$ cat config.mk
export PLATFORM = sky130hd
export DESIGN_NAME = seg_xlate_unit
export DESIGN_NICKNAME = d
export VERILOG_FILES = /design/src/rtl/segxl_pkg.sv /design/src/rtl/segxl_rst_sync.sv /design/src/rtl/segxl_table.sv /design/src/rtl/segxl_judge.sv /design/src/rtl/seg_xlate_unit.sv
export SDC_FILE = /design/constraint.sdc
export NUM_CORES = 2
export LEC_CHECK = 0
export BUFFER_PORTS_ARGS = -buffer_cell sky130_fd_sc_hd__buf_4
export CAP_MARGIN = 20
export CORE_MARGIN = 1.5
export CORE_UTILIZATION = 25
export CTS_CLUSTER_DIAMETER = 150
export DETAILED_ROUTE_END_ITERATION = 10
export GPL_TIMING_DRIVEN = 0
export PLACE_DENSITY = 0.49
export SYNTH_ARGS = -nofsm -noshare
export SYNTH_HDL_FRONTEND = slang
export SYNTH_SLANG_ARGS = --single-unit
export TNS_END_PERCENT = 100
$ cat constraint.sdc
create_clock -name clk -period 39.6 [get_ports clk]
set_input_delay 5.94 -clock clk [delete_from_list [all_inputs] [get_ports clk]]
set_output_delay 5.94 -clock clk [all_outputs]
set_load 0.02 [all_outputs]
$ cat src/rtl/segxl_pkg.sv
package segxl_pkg;
  parameter int unsigned SEG_W  = 4;
  parameter int unsigned OFF_W  = 28;
  parameter int unsigned ADDR_W = 32;
  localparam int unsigned N_SEG = 1 << SEG_W;

  typedef enum logic [1:0] {
    FLT_NONE  = 2'd0,
    FLT_ABSENT = 2'd1,
    FLT_BOUND = 2'd2,
    FLT_RIGHT = 2'd3
  } fault_e;

  typedef enum logic [1:0] {
    ACC_LOAD  = 2'd0,
    ACC_STORE = 2'd1,
    ACC_FETCH = 2'd2,
    ACC_RSVD  = 2'd3
  } acc_e;

  typedef struct packed {
    logic              present;
    logic [2:0]        rights;
    logic [ADDR_W-1:0] start;
    logic [ADDR_W-1:0] length;
  } desc_t;
endpackage

$ cat src/rtl/segxl_rst_sync.sv
module segxl_rst_sync (
  input  logic clk,
  input  logic rst_n,
  output logic rst_q
);
  logic stage1;

  always_ff @(posedge clk or negedge rst_n) begin
    if (!rst_n) begin
      stage1 <= 1'b0;
      rst_q  <= 1'b0;
    end else begin
      stage1 <= 1'b1;
      rst_q  <= stage1;
    end
  end
endmodule

$ cat src/rtl/segxl_table.sv
module segxl_table
  import segxl_pkg::*;
(
  input  logic             clk,
  input  logic             rst_q,
  input  logic             wr_en,
  input  logic [SEG_W-1:0] wr_idx,
  input  desc_t            wr_desc,
  input  logic [SEG_W-1:0] rd_idx,
  output desc_t            rd_desc
);
  desc_t slots [N_SEG];

  for (genvar g = 0; g < N_SEG; g++) begin : g_slot
    logic  hit;
    desc_t slot_d;

    assign hit = wr_en && (wr_idx == SEG_W'(g));

    always_comb begin
      slot_d = slots[g];
      if (hit) slot_d = wr_desc;
    end

    always_ff @(posedge clk or negedge rst_q) begin
      if (!rst_q) slots[g] <= '0;
      else        slots[g] <= slot_d;
    end
  end

  assign rd_desc = slots[rd_idx];
endmodule

$ cat src/rtl/segxl_judge.sv
module segxl_judge
  import segxl_pkg::*;
(
  input  desc_t             desc,
  input  logic [OFF_W-1:0]  off,
  input  logic [1:0]        kind,
  output logic [1:0]        fault,
  output logic [ADDR_W-1:0] paddr
);
  localparam int unsigned PAD_W = ADDR_W - OFF_W;

  logic [ADDR_W-1:0] off_ext;
  logic              allowed;

  assign off_ext = {{PAD_W{1'b0}}, off};

  always_comb begin
    case (acc_e'(kind))
      ACC_LOAD:  allowed = desc.rights[0];
      ACC_STORE: allowed = desc.rights[1];
      ACC_FETCH: allowed = desc.rights[2];
      default:   allowed = 1'b0;
    endcase
  end

  always_comb begin
    fault = FLT_NONE;
    paddr = '0;
    if (!desc.present)               fault = FLT_ABSENT;
    else if (off_ext >= desc.length) fault = FLT_BOUND;
    else if (!allowed)               fault = FLT_RIGHT;
    else                             paddr = desc.start + off_ext;
  end
endmodule

$ cat src/rtl/seg_xlate_unit.sv
module seg_xlate_unit
  import segxl_pkg::*;
(
  input  logic              clk,
  input  logic              rst_n,
  input  logic              cfg_we,
  input  logic [SEG_W-1:0]  cfg_idx,
  input  logic [ADDR_W-1:0] cfg_base,
  input  logic [ADDR_W-1:0] cfg_limit,
  input  logic              cfg_valid,
  input  logic [2:0]        cfg_perm,
  input  logic              req_valid,
  input  logic [SEG_W-1:0]  req_seg,
  input  logic [OFF_W-1:0]  req_off,
  input  logic [1:0]        req_kind,
  output logic              rsp_valid,
  output logic [ADDR_W-1:0] rsp_paddr,
  output logic [1:0]        rsp_trap
);
  logic              rst_q;
  desc_t             wr_desc;
  desc_t             rd_desc;
  logic [1:0]        j_fault;
  logic [ADDR_W-1:0] j_paddr;
  logic              valid_d;
  logic [ADDR_W-1:0] paddr_d;
  logic [1:0]        trap_d;

  segxl_rst_sync u_rst (
    .clk   (clk),
    .rst_n (rst_n),
    .rst_q (rst_q)
  );

  assign wr_desc = '{present: cfg_valid, rights: cfg_perm,
                     start: cfg_base, length: cfg_limit};

  segxl_table u_tab (
    .clk     (clk),
    .rst_q   (rst_q),
    .wr_en   (cfg_we),
    .wr_idx  (cfg_idx),
    .wr_desc (wr_desc),
    .rd_idx  (req_seg),
    .rd_desc (rd_desc)
  );

  segxl_judge u_judge (
    .desc  (rd_desc),
    .off   (req_off),
    .kind  (req_kind),
    .fault (j_fault),
    .paddr (j_paddr)
  );

  always_comb begin
    valid_d = req_valid;
    paddr_d = req_valid ? j_paddr : '0;
    trap_d  = req_valid ? j_fault : FLT_NONE;
  end

  always_ff @(posedge clk or negedge rst_q) begin
    if (!rst_q) begin
      rsp_valid <= 1'b0;
      rsp_paddr <= '0;
      rsp_trap  <= FLT_NONE;
    end else begin
      rsp_valid <= valid_d;
      rsp_paddr <= paddr_d;
      rsp_trap  <= trap_d;
    end
  end
endmodule

# Yosys cells after proc, flatten, opt, wreduce, memory -nomap -nowiden
# Cells that the tools add are included.
# Widths: inputs -> output; s select.
# totals
input_bits	110
ff_bits	1125
word_cells	120
# op_classes
magnitude_cmp	2
n_bitwise	1
addsub	1
eq_ne	17
mux	12
reduce_logical	18
# op_table
operator	n
$bmux 68 s4	1
$mux 68	2
$mux 32	4
$add 32x28->32	1
$eq 4x4->1 const B	8
$ge 28x32->1	1
$eq 4x3->1 const B	4
$logic_and 1x1->1	16
$eq 4x2->1 const B	2
$mux 2	4
$ge 5x5->1 const B	1
$not 4->5	1
$eq 4x1->1 const B	1
$logic_not 4->1	1
$pmux 1 s3	1
$eq 2x1->1 const B	1
$eq 2x2->1 const B	1
$logic_not 2->1	1

# Depth between registers and ports, before layout
# logic_depth
ltp_word	9
ltp_mapped	19

# By module
# From an unflattened synthesis, not the netlist that was laid out.
# unflattened
hier_cells	3392
hier_area_um2	52310.2
# modules_own_cells
module	n_inst	seq_area_each_um2	cells_per_inst	area_per_inst_um2
segxl_table	1	27226.1	2957	48567.8
segxl_judge	1	0.0	360	2542.4
seg_xlate_unit	1	875.8	72	1146.1
segxl_rst_sync	1	50.0	3	53.8

# Least setup slack after synthesis
# OpenSTA, ideal clock, no wires.
# synth_timing
path_kind	input to register
startpoint	input req_seg[1]
endpoint	register rsp_paddr[29]
setup_time_ns	0.082
arrival_time_ns	9.922
path_stages	18
setup_slack_ns	29.596
required_ns	39.518
path_cell_list	buf_2 > buf_4 > buf_2 > buf_2 > buf_2 > buf_1 > mux4_2 > mux4_2 > ha_1 > clkbuf_1 > a21o_1 > a211o_1 > a21oi_1 > o31a_1 > a31o_2 > or2_2 > nand4bb_1 > a31oi_1
# synth_between
elab_chain_len	9
word_cells_on_any_way	11
classes_between	add/sub (1); order compare (1); mux (8); bitwise (1)
# synth_rtl
item	line_no	source
start, declared	seg_xlate_unit.sv:13	input logic [SEG_W-1:0] req_seg,
$not 4->5 (implied by the code) (*)	segxl_table.sv:31	assign rd_desc = slots[rd_idx];
$bmux 68 s4 (*)	segxl_table.sv:31	
$mux 68 (implied by the code) (*) (2 in series)	segxl_table.sv:31	
$add 32x28->32 or $pmux 1 s3 (tied branches)	segxl_judge.sv:32, segxl_judge.sv:18	
$mux 32	segxl_judge.sv:31	else if (!allowed) fault = FLT_RIGHT;
$mux 32	segxl_judge.sv:30	else if (off_ext >= desc.length) fault = FLT_BOUND;
$mux 32 (*)	segxl_judge.sv:29	if (!desc.present) fault = FLT_ABSENT;
$mux 32 (*)	seg_xlate_unit.sv:58	paddr_d = req_valid ? j_paddr : '0;
via paddr_d[29]	seg_xlate_unit.sv:26	logic [ADDR_W-1:0] paddr_d;
end signal, assigned	seg_xlate_unit.sv:69	rsp_paddr <= paddr_d;
end, declared	seg_xlate_unit.sv:17	output logic [ADDR_W-1:0] rsp_paddr,
# The timed path passes the listed nets; every way through them passes the cells marked *. The select of a mux whose other input is x is not followed.
# A chain may end at the register's enable or synchronous reset.

# Final worst setup path
# layout_timing
startpoint	input req_seg[1]
endpoint	register rsp_paddr[16]
# Same word-level chain as after synthesis.

==> reports/summary.json <==
{
  "synth_edf_count": 0,
  "most-common-layout-cells": "1124 x sky130_fd_sc_hd__dfrtp_1, 1088 x sky130_fd_sc_hd__mux2_2, 318 x sky130_fd_sc_hd__mux4_2, 198 x sky130_fd_sc_hd__clkbuf_1, 146 x sky130_fd_sc_hd__buf_4",
  "routed_wirelength_um": 155000,
  "port_buffers": 140,
  "synthesis.area_um2": 51500,
  "stdcell_area_um2": 61200,
  "max-cap-violations": 0,
  "dpl.cell_count": 6070,
  "antenna_found_initial": 26,
  "finalNonFillerCells": 6316,
  "yosysUniqueCellTypes": 59,
  "maximum_number_of_pins_on_one_net_before_global_route_repair": 69,
  "core.rowCount": 166,
  "path_clk_slew_ps": 60,
  "critPathCaptureType": "flop",
  "worst_pin_slew_ps": 1170,
  "track_usage_pct": 14.9,
  "most_used_flip_flop_cell_after_synthesis": "sky130_fd_sc_hd__dfrtp_1",
  "grt.overflow.total": 0,
  "die_w_um": 457,
  "met1_usage_grt_pct": 19.4,
  "synth-seq-cells": 1125,
  "final_common_cell": "sky130_fd_sc_hd__dfrtp_1",
  "count_of_buffers_added_by_post_cts_timing_repair_for_setup": 0,
  "run_status": "completed",
  "via_per_inst": 4.68,
  "netlist_instances": 3201,
  "cts.repair.resized": 0,
  "io_pins": 145,
  "tritoncts": "built",
  "clock_tree.buffer_depth": 3,
  "grt_first_pass_wirelength_um": 229000,
  "grt_setup_unrepaired": "false",
  "synth.yosys.seq_area_share_pct": 54.7,
  "postRouteAntennaNets": 0,
  "worstPathRequired_ps": 40190,
  "placement.cell_area_um2": 56800,
  "timing_max_transition_violations_final": 0,
  "dr.first_iter.drc_count": 1736,
  "place_hpwl_um": 110000,
  "worstHoldPathType": "reg -> async",
  "synth_area_per_cell_um2": 16.1,
  "met3_usage_pct": 2.85,
  "die_area_um2": 209000,
  "deepest_level_of_the_cts_h_tree": 4,
  "fin_total_pwr_mw": 3.47,
  "worstPathMaxFanout": 10,
  "largest_delay_share_family_worst_path": "buffers and inverters",
  "worst_skew_pair.late_latency_ps": 780,
  "path_buf_inv": 7,
  "achievable-frequency_mhz": 80.4,
  "power_density_nw_per_um2": 56.7,
  "grt.busiest_layer": "met2",
  "clock-sinks": 1125,
  "final-hold-violation-count": 0,
  "setup_viol": 0,
  "gpl.final_weighted_congestion": 0.821,
  "layout.nets": 3684,
  "most_frequent_cell_on_critical_path": "sky130_fd_sc_hd__buf_2",
  "leakage_nw": 25.6,
  "timing.critical_path.from_type": "input port",
  "worst_slew_margin_rel_pct": 21.8,
  "worst-setup-path-type": "in -> reg",
  "cts-root-buf": "sky130_fd_sc_hd__clkbuf_16",
  "drive_gt1_share_pct": 51.0,
  "area.growth.synth_to_final_pct": 18.9,
  "num_vias": 29531,
  "drc_errors": 0,
  "finalCritPeriodShare_pct": 31.4,
  "floorplan.initialDensity_pct": 25.2,
  "vdd_ir_drop_max_uv": 30.8,
  "cts_hold_buffers": 0,
  "synth_fp_nets": 3368,
  "die_height_um": 457,
  "critPathSlowestCell": "sky130_fd_sc_hd__buf_1",
  "clock_skew_ps": 33.8,
  "core_um2": 205000,
  "syn_warnings": 0,
  "worstPathCellList": "buf_2 > buf_4 > buf_2 > buf_2 > buf_2 > buf_1 > mux4_2 > mux4_2 > ha_1 > nand2b_1 > a21o_1 > a211oi_1 > o21ai_0 > nor4bb_1 > o21ai_1 > nand3_2 > buf_4 > nor2_1",
  "use_met2_pct": 24.3,
  "finalWorstPathRequiredPeriod_ps": 12430,
  "drt_pre_antenna_iters": 5,
  "grt_pass1_vias": 31220,
  "cts_made_buffers": 131,
  "wl_cell_um": 24.5,
  "async_flop_share_pct": 100,
  "timing.critical_path.slowest_cell_delay_ps": 910,
  "worstPathArrival_ps": 13020
}
-- area by class of cell --
class / instances / area (µm²)
plain buffers: 271 / 1130
multi-input cells: 1768 / 22000
well taps: 2688 / 3360
inverters: 37 / 139
repair buffers: 183 / 1980
flip-flops and latches: 1125 / 28200
fillers: 20327 / 143000
clock buffers: 193 / 3850
clock inverters: 45 / 482
diodes: 6 / 15.0
-- per-layer routing --
layer | wire length, µm | vias up
met3 | 5760 | 244
met5 | 162 | -
met1 | 67800 | 16136
met4 | 6120 | 26
met2 | 75100 | 487
li1 | - | 12638
-- stage by stage --
stage	hold WS [ps]	setup TNS [ps]	util, %	setup slack, ps
after floorplan	331	0	-	5920
after global placement	332	-9994250	27.3	-9170
after detailed placement	306	0	27.8	26390
after CTS	300	0	29.9	27230
after global routing	312	0	29.9	27290
final	275	0	29.9	27170
-- cell usage after synthesis, types with 3 or more instances --
| cell type | instances | area share [%] |
|---|---|---|
| sky130_fd_sc_hd__a211oi_1 | 7 | 0.10 |
| sky130_fd_sc_hd__a21o_1 | 17 | 0.25 |
| sky130_fd_sc_hd__a21oi_1 | 32 | 0.31 |
| sky130_fd_sc_hd__a31oi_1 | 3 | 0.036 |
| sky130_fd_sc_hd__and2_1 | 5 | 0.061 |
| sky130_fd_sc_hd__and3_1 | 3 | 0.036 |
| sky130_fd_sc_hd__buf_1 | 57 | 0.42 |
| sky130_fd_sc_hd__buf_2 | 38 | 0.37 |
| sky130_fd_sc_hd__buf_4 | 4 | 0.058 |
| sky130_fd_sc_hd__clkbuf_1 | 168 | 1.2 |
| sky130_fd_sc_hd__dfrtp_1 | 1125 | 55 |
| sky130_fd_sc_hd__ha_1 | 56 | 1.4 |
| sky130_fd_sc_hd__inv_1 | 37 | 0.27 |
| sky130_fd_sc_hd__mux2_2 | 1088 | 24 |
| sky130_fd_sc_hd__mux4_1 | 5 | 0.26 |
| sky130_fd_sc_hd__mux4_2 | 318 | 14 |
| sky130_fd_sc_hd__nand2_1 | 25 | 0.18 |
| sky130_fd_sc_hd__nand2b_1 | 10 | 0.12 |
| sky130_fd_sc_hd__nand3_1 | 14 | 0.14 |
| sky130_fd_sc_hd__nand3b_1 | 3 | 0.044 |
| sky130_fd_sc_hd__nand4_1 | 4 | 0.049 |
| sky130_fd_sc_hd__nor2_1 | 55 | 0.40 |
| sky130_fd_sc_hd__nor2b_1 | 6 | 0.073 |
| sky130_fd_sc_hd__nor3_1 | 7 | 0.068 |
| sky130_fd_sc_hd__nor3b_1 | 3 | 0.044 |
| sky130_fd_sc_hd__nor4_1 | 17 | 0.21 |
| sky130_fd_sc_hd__o2111ai_1 | 3 | 0.051 |
| sky130_fd_sc_hd__o21a_1 | 6 | 0.088 |
| sky130_fd_sc_hd__o21ai_0 | 17 | 0.17 |
| sky130_fd_sc_hd__or2_2 | 3 | 0.036 |
| sky130_fd_sc_hd__or3_1 | 4 | 0.049 |
| sky130_fd_sc_hd__xnor2_1 | 12 | 0.20 |
| sky130_fd_sc_hd__xor2_1 | 13 | 0.22 |
-- registers in the layout, indices dropped and copies added, names as in the netlist --
name,cells
u_tab.slots,1088
rsp_paddr,32
rsp_trap,2
rsp_valid,1
u_rst.rst_q,1
u_rst.stage1,1
-- path summary, 6_finish.rpt --
kind                                              startpoint                      endpoint  slack, ps  cells after the start
worst max-delay path                              req_seg[1]       rsp_paddr[16]$_DFF_PN0_      27170                     18
min in group clk                      u_rst.stage1$_DFF_PN0_         u_rst.rst_q$_DFF_PN0_        350                      0
worst max register to register  u_tab.slots[555]$_DFFE_PN0P_       rsp_paddr[16]$_DFF_PN0_      34210                     13
worst min-delay path                   u_rst.rst_q$_DFF_PN0_  u_tab.slots[840]$_DFFE_PN0P_        270                      0
max in group asynchronous                              rst_n         u_rst.rst_q$_DFF_PN0_      34550                      1
worst min register to register         u_rst.rst_q$_DFF_PN0_  u_tab.slots[840]$_DFFE_PN0P_        270                      0
-- worst register-to-register path, cell delays in order, from the launching register on --
cell and delay, ps:
sky130_fd_sc_hd__dfrtp_1 370, sky130_fd_sc_hd__mux4_2 510, sky130_fd_sc_hd__mux4_2 510, sky130_fd_sc_hd__inv_1 120, sky130_fd_sc_hd__ha_1 260, sky130_fd_sc_hd__a21oi_1 130, sky130_fd_sc_hd__o21ai_0 140, sky130_fd_sc_hd__a2111oi_0 580
sky130_fd_sc_hd__o21ai_0 380, sky130_fd_sc_hd__nor4bb_1 290, sky130_fd_sc_hd__o21ai_1 600, sky130_fd_sc_hd__nand3_2 390, sky130_fd_sc_hd__buf_4 310, sky130_fd_sc_hd__nor2_1 610
-- power breakdown --
part	internal (mW)	switching [mW]	total [mW]
logic	0.405	0.300	0.705
clock network	0.718	0.506	1.22
registers	1.41	0.125	1.54
total	2.53	0.931	3.47
-- kinds of logic after synthesis --
group                      after synthesis  synth area share, %
muxes                                 1412                 38.0
DFF                                   1125                 54.7
buffers and inverters                  308                 2.46
and+or+nand+nor                        164                 1.60
AOI/OAI and AO/OA                      109                 1.39
adders and majority gates               57                 1.40
xor gates and xnor gates                25                0.426
other                                    1              0.00729
(Power assumes the default switching activity.)
